### src/rtl/rstgen_pkg.sv
package rstgen_pkg;
  typedef enum logic [2:0] {
    CAUSE_NONE = 3'd0,
    CAUSE_POR  = 3'd1,
    CAUSE_LV   = 3'd2,
    CAUSE_WDOG = 3'd3,
    CAUSE_EXT  = 3'd4
  } cause_e;
endpackage

### src/rtl/rstgen_sync.sv
module rstgen_sync #(
  parameter int STAGES = 2
) (
  input  logic clk,
  input  logic rst,
  input  logic d,
  output logic q
);
  logic [STAGES-1:0] sh;

  always_ff @(posedge clk) begin
    if (rst) sh <= '0;
    else     sh <= {sh[STAGES-2:0], d};
  end

  assign q = sh[STAGES-1];
endmodule

### src/rtl/rstgen_por.sv
module rstgen_por #(
  parameter int DELAY = 4064
) (
  input  logic clk,
  input  logic por,
  output logic busy
);
  localparam int CW = $clog2(DELAY + 1);
  logic [CW-1:0] cnt;

  always_ff @(posedge clk) begin
    if (por)            cnt <= CW'(DELAY);
    else if (cnt != '0) cnt <= cnt - 1'b1;
  end

  assign busy = (cnt != '0);
endmodule

### src/rtl/rstgen_pulse.sv
module rstgen_pulse #(
  parameter int WIDTH = 4
) (
  input  logic clk,
  input  logic rst,
  input  logic trig,
  output logic busy
);
  localparam int CW = $clog2(WIDTH + 1);
  logic [CW-1:0] cnt;

  always_ff @(posedge clk) begin
    if (rst)            cnt <= '0;
    else if (trig)      cnt <= CW'(WIDTH);
    else if (cnt != '0) cnt <= cnt - 1'b1;
  end

  assign busy = trig | (cnt != '0);
endmodule

### src/rtl/rstgen_wdog.sv
module rstgen_wdog #(
  parameter int              BITS   = 18,
  parameter int              ADDR_W = 8,
  parameter int              DATA_W = 8,
  parameter logic [ADDR_W-1:0] ADDR = '1
) (
  input  logic              clk,
  input  logic              rst,
  input  logic              en,
  input  logic              hold,
  input  logic              wr,
  input  logic [ADDR_W-1:0] addr,
  input  logic [DATA_W-1:0] wdata,
  output logic              ovf
);
  logic [BITS-1:0] cnt;
  logic            clr;

  // service write: address hit with data bit 0 cleared
  assign clr = wr && (addr == ADDR) && ((wdata & DATA_W'(1)) == '0);

  always_ff @(posedge clk) begin
    if (rst || hold || !en || clr) cnt <= '0;
    else                           cnt <= cnt + 1'b1;
  end

  assign ovf = en && !hold && !clr && (cnt == '1);
endmodule

### src/rtl/rstgen_top.sv
module rstgen_top #(
  parameter int                POR_DLY   = 4064,
  parameter int                WDOG_BITS = 18,
  parameter int                PULSE_LEN = 4,
  parameter int                SYNC_LEN  = 2,
  parameter int                ADDR_W    = 8,
  parameter int                DATA_W    = 8,
  parameter int                MODE_W    = 2,
  parameter logic [ADDR_W-1:0] WDOG_ADDR = 8'hF0
) (
  input  logic              clk,
  input  logic              por_req,
  input  logic              lvd_req,
  input  logic              ext_rst_n,
  input  logic              wdog_en,
  input  logic              reg_wr,
  input  logic [ADDR_W-1:0] reg_addr,
  input  logic [DATA_W-1:0] reg_wdata,
  input  logic [MODE_W-1:0] mode_in,
  output logic              rst_out,
  output logic              pin_low,
  output logic [2:0]        reset_cause,
  output logic [MODE_W-1:0] mode_q
);
  import rstgen_pkg::*;

  logic   ext_act, por_busy, pulse_busy, wdog_ovf;
  logic   rst_q, pin_q, rst_next;
  cause_e cause_q, next_cause;

  rstgen_sync #(.STAGES(SYNC_LEN)) u_sync (
    .clk(clk), .rst(por_req), .d(~ext_rst_n), .q(ext_act)
  );

  rstgen_por #(.DELAY(POR_DLY)) u_por (
    .clk(clk), .por(por_req), .busy(por_busy)
  );

  rstgen_wdog #(
    .BITS(WDOG_BITS), .ADDR_W(ADDR_W), .DATA_W(DATA_W), .ADDR(WDOG_ADDR)
  ) u_wdog (
    .clk(clk), .rst(por_req), .en(wdog_en), .hold(rst_q),
    .wr(reg_wr), .addr(reg_addr), .wdata(reg_wdata), .ovf(wdog_ovf)
  );

  rstgen_pulse #(.WIDTH(PULSE_LEN)) u_pulse (
    .clk(clk), .rst(por_req), .trig(lvd_req | wdog_ovf), .busy(pulse_busy)
  );

  assign rst_next = por_busy | pulse_busy | ext_act;

  always_comb begin
    if (lvd_req)       next_cause = CAUSE_LV;
    else if (wdog_ovf) next_cause = CAUSE_WDOG;
    else               next_cause = CAUSE_EXT;
  end

  always_ff @(posedge clk) begin
    if (por_req) begin
      rst_q   <= 1'b1;
      pin_q   <= 1'b1;
      cause_q <= CAUSE_POR;
      mode_q  <= '0;
    end else begin
      rst_q <= rst_next;
      pin_q <= por_busy | pulse_busy;
      if (!rst_q && rst_next) cause_q <= next_cause;
      if (rst_q && !rst_next) mode_q  <= mode_in;
    end
  end

  assign rst_out     = rst_q;
  assign pin_low     = pin_q;
  assign reset_cause = cause_q;
endmodule

### config.mk
export PLATFORM = sky130hd
export DESIGN_NAME = rstgen_top
export DESIGN_NICKNAME = d
export VERILOG_FILES = /design/src/rtl/rstgen_pkg.sv /design/src/rtl/rstgen_sync.sv /design/src/rtl/rstgen_por.sv /design/src/rtl/rstgen_pulse.sv /design/src/rtl/rstgen_wdog.sv /design/src/rtl/rstgen_top.sv
export SDC_FILE = /design/constraint.sdc
export NUM_CORES = 1
export LEC_CHECK = 0
export BUFFER_PORTS_ARGS = -buffer_cell sky130_fd_sc_hd__clkbuf_2
export CAP_MARGIN = 20
export CORE_MARGIN = 5
export CORE_UTILIZATION = 45
export DETAILED_ROUTE_END_ITERATION = 12
export HOLD_SLACK_MARGIN = 0.08
export MAX_ROUTING_LAYER = met4
export PLACE_DENSITY = 0.63
export SKIP_CTS_REPAIR_TIMING = 1
export SLEW_MARGIN = 20
export SYNTH_ARGS = -nofsm -noshare
export SYNTH_HDL_FRONTEND = slang
export SYNTH_HIERARCHICAL = 1
export SYNTH_SLANG_ARGS = --single-unit
export TNS_END_PERCENT = 30
### constraint.sdc
create_clock -name clk -period 4 [get_ports clk]
set_input_delay 0.2 -clock clk [delete_from_list [all_inputs] [get_ports clk]]
set_output_delay 0.2 -clock clk [all_outputs]
set_load 0.02 [all_outputs]
==> results.sh, run 1 <==
export IMPL_outcome="finished, final reports clean"
export IMPL_synth_top_area_share_pct=43.1
export IMPL_period_share_pct=67.1
export IMPL_fmax_mhz=372
export IMPL_critical_path_top_delay_family="simple AND/OR/NAND/NOR gates"
export IMPL_cp_buffers_inverters=1
export IMPL_clk_latency_ns=0.29
export IMPL_routed_wl_um=3330
export IMPL_dp_cells=284
export IMPL_critPathRequiredTime_ns=4.16
export IMPL_grt_setup_unrepaired="no"
export IMPL_yosys_warnings=6
export IMPL_hold_depth=3
export IMPL_drc=0
export IMPL_drive_above_1_share_pct=16.7
export IMPL_die_width_um=75.8
export IMPL_grt_pass1_vias=1352
export IMPL_synth_commonest_cells="dfxtp_1 (42), nor2_1 (27), nand2_1 (15), xnor2_1 (15), inv_1 (12)"
export IMPL_hold_start="mode_in[0]"
export IMPL_nFillCells=411
export IMPL_syn_area_per_cell_um2=9.07
export IMPL_clk_pin_slew_ns=0.08
export IMPL_finalHoldViolCount=0
export IMPL_worstRegToRegCells=9
export IMPL_critPathSlowestCell="or4_4"
export IMPL_whs_endpoint="mode_q[0]"
export IMPL_cp_max_fo=9
export IMPL_floorplan_rows=24
export IMPL_multi_input_comb_area_um2=1030
export IMPL_portBuffers=23
export IMPL_relSlewSlack_pct=58.9
export IMPL_stdcell_count=292
export IMPL_cts_buffer_depth=2
export IMPL_synth_ff_type="dfxtp_1"
export IMPL_vias=1500
export IMPL_grt_antenna_before_repair=0
export IMPL_arrival_ns=2.85
export IMPL_finalClockSkew_ns=0.00330
export IMPL_netlist_instances=215
export IMPL_num_antenna_cells=0
export IMPL_path_class="flip-flop to flip-flop"
export IMPL_grt_max_degree=27
export IMPL_path_cells="nand4_4 > or4_4 > nor4_1 > or2_1 > inv_1 > nand2_1 > nor3_1 > or3_1 > nor3b_1"
export IMPL_drtPass1Iterations=5
export IMPL_cts_buffers=5
export IMPL_r2r_end="reset_cause[1]"
export IMPL_synth_net_count=245
export IMPL_tightest_slew_ns=0.617
export IMPL_hpwlAfterDp_um=2390
export IMPL_nNetsFinal=269
export IMPL_start_util_pct=45.4
export IMPL_ir_drop_uv=171
export IMPL_drt_iter0_drc=45
export IMPL_grt_usage_pct=13.3
export IMPL_grt_pass1_wl_um=5800
export IMPL_clock_sinks=42
export IMPL_setup_viol=0
export IMPL_core_region_area_um2=4290
export IMPL_regArea_um2=841
export IMPL_ys_types=42
export IMPL_grt_ovfl_total=0
export IMPL_power_leakage_nw=0.794
export IMPL_wire_per_inst_um=11.4
export IMPL_via_per_inst=5.14
export IMPL_tritoncts="built"
export IMPL_routabilityCongestion=0.757
export IMPL_async_flop_share_pct=0
export IMPL_reg2reg_from="u_wdog/cnt[5]"
export IMPL_syn_area_um2=1950
export IMPL_regToRegSetupSlack_ns=1.31
export IMPL_min_delay_path_class="primary input to flip-flop"
export IMPL_cap_violations=0
export IMPL_ios=31
export IMPL_final_max_slew_viol_count=0
export IMPL_yosysMostFrequentCell="dfxtp_1"
export IMPL_syn_to_final_growth_pct=13.2
export IMPL_ys_seq_elements=42
export IMPL_worstSetupEndpointType="flip-flop"
export IMPL_die_h_um=75.8
export IMPL_power_density_nw_per_um2=371
export IMPL_tns_ns=0
export IMPL_htreeDepth=2
export IMPL_min_period_ns=2.69
export IMPL_synth_enable_flop_cells=0
export IMPL_yosys_top_cells_area="dfxtp_1 (43%), xnor2_1 (6.7%), nor2_1 (5.2%), ha_1 (3.8%), nand2_1 (2.9%)"
export IMPL_ys_seq_area_share_pct=43.1
export IMPL_slowest_delay_ns=0.54
export IMPL_dieArea_um2=5750
export IMPL_detail_route_antenna_nets=0
export IMPL_root_buffer="clkbuf_8"
export IMPL_cp_start_kind="flip-flop"
export IMPL_yosys_area_top_type="dfxtp_1"
## worst reg2reg max path: stages, from the launching register on
cell,delay (ns)
dfxtp_1,0.45
nand4_4,0.19
or4_4,0.54
nor4_1,0.33
or2_1,0.23
inv_1,0.08
nand2_1,0.15
nor3_1,0.11
or3_1,0.34
nor3b_1,0.14
## layout by cell type (no fill, tap or decap), types with 3 or more instances in the layout
cell type and n:
clkbuf_8 8, or3_1 4, nand4_1 6, nand3_1 7
dfxtp_1 42, nor2b_1 4, nand2_1 15, a21oi_1 7
clkbuf_2 23, ha_1 6, nor4_1 8, xor2_1 5
nor2_1 27, o21ai_0 4, mux2i_1 4, nor3_1 10
xnor2_1 15, inv_1 12, a21o_1 3
## worst max-delay path by stage
| stage | from | end | cells after the start |
|---|---|---|---|
| finish | u_wdog/cnt[5] | reset_cause[1] | 9 |
| detailed placement | u_wdog/cnt[5] | reset_cause[1] | 9 |
| CTS | u_wdog/cnt[5] | reset_cause[1] | 9 |
| global placement | u_wdog/cnt[10] | reset_cause[1] | 9 |
| global route | u_wdog/cnt[5] | reset_cause[1] | 9 |
| floorplan | u_wdog/cnt[5] | reset_cause[1] | 9 |
## flip-flops by register name (all words and copies together) (netlist names)
signal and count:
pin_low 1, mode_q 2, u_wdog/cnt 18, rst_out 1
u_pulse/cnt 3, u_por/cnt 12, u_sync/sh 2, reset_cause 3
## layout make-up
cell class                 instances  share of cell area (%)
sequential                        42                    38.1
timing repair buffer              23                    5.21
multi-input combinational        155                    46.7
inverter                          12                    2.04
tap                               52                    2.95
clock buffer                       8                    4.99
## logic make-up after synthesis
logic type,share of synthesized area [%]
compound gates,6.67
xor+xnor,8.98
fa+ha+maj,3.85
buf+inv,3.98
flops,43.1
mux,2.05
simple gates,31.4
## stage by stage
stage / util, % / hold slack, ns / area, um2 / total power, mW / setup WS (ns)
4_1_cts: 51.4 / 0.134 / 2210 / 0.835 / 1.29
2_1_floorplan: - / 0.269 / 1950 / 0.498 / 1.60
6_report: 51.4 / 0.141 / 2210 / 0.820 / 1.31
3_5_place_dp: 48.9 / 0.438 / 2100 / 0.518 / 1.30
5_1_grt: 51.4 / 0.162 / 2210 / 0.864 / 1.06
3_3_place_gp: 48.9 / 0.434 / 2100 / 0.517 / 1.29
## where the power goes
group	switching [mW]	internal (mW)
sequential	0.0132	0.431
combinational	0.0333	0.0309
clock	0.138	0.174
## layer usage
layer | up-vias | global-route usage, % | wire length, um
met5 | - | - | 0
met4 | 0 | 4.66 | 53
met3 | 6 | 4.35 | 188
met2 | 28 | 20.2 | 1510
met1 | 672 | 16.7 | 1580
li1 | 794 | - | -
Note: power is estimated with default switching activity, not from simulation.
==> run 2: changes to the inputs <==
Settings changed: ABC_AREA from default to 1, PLACE_DENSITY 0.63 to 0.62.
Clock period 4 ns to 2.6 ns, I/O delays scaled along.
==> run 2 against run 1 <==
- hold slack worse by 0.045 ns
- global-route usage up 1.7 points
- combinational power up 140%
- final cell count up 43%
- clock power up 39%
- fmax up 27%
- non-clock buffer count up 1
- clock skew up 0.0010 ns
- cell area up 16%
- flip-flop and latch count unchanged
- synthesized cell count up 49%
- wire length up 24%
- largest power group unchanged
- highest routed layer unchanged
==> results.sh, run 2 <==
export IMPL_outcome="finished, final reports clean"
export IMPL_grt_pass1_wl_um=7580
export IMPL_syn_area_um2=2270
export IMPL_p_int_uw=944
export IMPL_critPathRequiredTime_ns=2.78
export IMPL_syn_to_final_growth_pct=13.1
export IMPL_detail_route_antenna_nets=0
export IMPL_yosysMostFrequentCell="nand2_1"
export IMPL_cts_buffers=5
export IMPL_clk_latency_ns=0.29
export IMPL_yosys_top_cells_area="dfxtp_1 (37%), nand2_1 (12%), nor2_1 (8.1%), inv_1 (7.9%), nand3_1 (5.7%)"
export IMPL_finalClockSkew_ns=0.00430
export IMPL_p_clk_share_pct=33.9
export IMPL_final_common_cell="nand2_1"
export IMPL_cap_violations=0
export IMPL_top_register="u_wdog/cnt"
export IMPL_cp_max_fo=6
export IMPL_cts_buffer_depth=2
export IMPL_tritoncts="built"
export IMPL_drive_above_1_share_pct=19.7
export IMPL_power_density_nw_per_um2=498
export IMPL_largest_register_ffs=18
export IMPL_portBuffers=23
export IMPL_ys_seq_area_share_pct=37.1
export IMPL_finalHoldViolCount=0
export IMPL_grt_antenna_before_repair=0
export IMPL_drt_iter0_drc=92
export IMPL_min_period_ns=2.12
export IMPL_fin_ws_ns=0.480
export IMPL_yosys_area_top_type="dfxtp_1"
export IMPL_synth_commonest_cells="nand2_1 (72), nor2_1 (49), inv_1 (48)"
export IMPL_floorplan_rows=25
export IMPL_grt_max_degree=16
export IMPL_die_width_um=81
export IMPL_synth_net_count=350
export IMPL_cp_start_kind="flip-flop"
export IMPL_ios=31
export IMPL_start_util_pct=47.1
export IMPL_grt_pass1_vias=1728
export IMPL_min_delay_path_class="primary input to flip-flop"
export IMPL_drtPass1Iterations=5
export IMPL_arrival_ns=2.30
export IMPL_pwr_share_seq_pct=54.2
export IMPL_wire_per_inst_um=9.89
export IMPL_htreeDepth=2
export IMPL_power_leakage_nw=1.13
export IMPL_core_region_area_um2=4820
export IMPL_clk_pin_slew_ns=0.08
export IMPL_tns_ns=0
export IMPL_syn_area_per_cell_um2=7.09
export IMPL_ys_seq_elements=42
export IMPL_pre_cts_slack_ns=0.513
export IMPL_async_flop_share_pct=0
export IMPL_clock_sinks=42
export IMPL_routabilityCongestion=0.878
export IMPL_relSlewSlack_pct=78.9
export IMPL_ir_drop_uv=186
export IMPL_via_per_inst=4.50
export IMPL_path_class="flip-flop to flip-flop"
export IMPL_top_regs="u_wdog/cnt: 18 flops, u_por/cnt: 12 flops"
export IMPL_final_max_slew_viol_count=0
export IMPL_hpwlAfterDp_um=3220
export IMPL_netlist_instances=320
export IMPL_vias=1880
export IMPL_root_buffer="clkbuf_8"
export IMPL_netSwitchingPower_uw=332
export IMPL_dieArea_um2=6560
export IMPL_grt_usage_pct=15.0
export IMPL_synth_ff_type="dfxtp_1"
export IMPL_num_antenna_cells=0
export IMPL_nNetsFinal=380
export IMPL_setup_viol=0
export IMPL_grt_setup_unrepaired="no"
export IMPL_switching_share_pct=26.0
export IMPL_routed_wl_um=4140
export IMPL_grt_ovfl_total=0
export IMPL_die_h_um=81
export IMPL_fmax_mhz=472
export IMPL_synth_top_area_share_pct=37.1
export IMPL_synth_enable_flop_cells=0
export IMPL_layout_common_cells="nand2_1 (72), nor2_1 (49), inv_1 (48)"
export IMPL_worstSetupEndpointType="flip-flop"
export IMPL_tightest_slew_ns=0.316
export IMPL_ys_types=27
export IMPL_yosys_warnings=6
export IMPL_drc=0
export IMPL_combPwrFrac_pct=11.9
export IMPL_period_share_pct=81.5
run 2: cell types whose count changed in the layout (fill, tap and decap cells not counted), sizes merged, moves of 4 or more:
cell / delta
a21oi: +5
inv: +39
mux2i: -4
nand2: +69
nand3: +22
nor2: +38
nor2b: -4
nor3: -10
nor4: -9
o21bai: +4
or3: -5
xnor2: -10
run 2: per-layer routing:
layer  track usage (%)  up-vias  routed length [um]
li1                  -     1045                   -
met4              6.59        0                  65
met3              2.77        7                 161
met1              19.9      800                2210
met2              22.4       28                1700
met5                 -        -                   0
run 2: cell type report:
cell class              count  area [um2]
fillers                   529        2250
multi-input cells         225        1210
flip-flops and latches     42         841
inverters                  52         211
repair buffers             24         125
well taps                  67        83.8
clock buffers               6        82.6
clock inverters             2        12.5
run 2: worst max-delay path, stage by stage, from the launching register on:
cell	delay [ns]
dfxtp_1	0.40
ha_1	0.22
nand3_2	0.15
inv_2	0.08
nand2_2	0.07
nor2_2	0.14
nand3b_1	0.09
nor2_1	0.21
nor2_1	0.10
inv_1	0.06
inv_1	0.05
nand2_1	0.11
nor2_4	0.08
nand2_4	0.08
nand2_2	0.06
nand2_1	0.06
nand3_1	0.07
run 2: kinds of logic after synthesis:
| logic type | Yosys count | share of synthesized area, % |
|---|---|---|
| adder cells (fa/ha/maj) | 6 | 3.31 |
| AND/OR/NAND/NOR | 191 | 41.4 |
| buffers and inverters | 53 | 9.65 |
| XOR/XNOR | 9 | 3.47 |
| AO/OA/AOI/OAI | 19 | 5.07 |
| flip-flops | 42 | 37.1 |
run 2: path summary, 6_finish.rpt:
check                      from             end  slack [ns]  cells past startpoint
setup / recovery  u_wdog/cnt[0]  reset_cause[0]        0.48                     16
hold / removal       mode_in[0]       mode_q[0]         0.1                      3
setup reg to reg  u_wdog/cnt[0]  reset_cause[0]        0.48                     16
hold reg to reg    u_sync/sh[0]    u_sync/sh[1]        0.41                      2
run 2: stage by stage:
stage               hold slack (ns)  cells  total power [mW]  area (um2)  utilization, %
detailed placement            0.361    409             0.859        2460            51.1
global placement              0.354    409             0.856        2460            51.1
CTS                          0.0408    417              1.30        2550            53.0
floorplan                     0.192    320             0.821        2270               -
global route                 0.0989    418              1.35        2560            53.2
finish                       0.0952    418              1.28        2560            53.2
run 2: power by group through the flow:
stage,combinational (mW),clock [mW],sequential [mW]
final,0.152,0.433,0.691
after detailed placement,0.154,0,0.706
after floorplan,0.119,0,0.702
after CTS,0.153,0.455,0.692
after global placement,0.150,0,0.706
after global routing,0.175,0.483,0.697
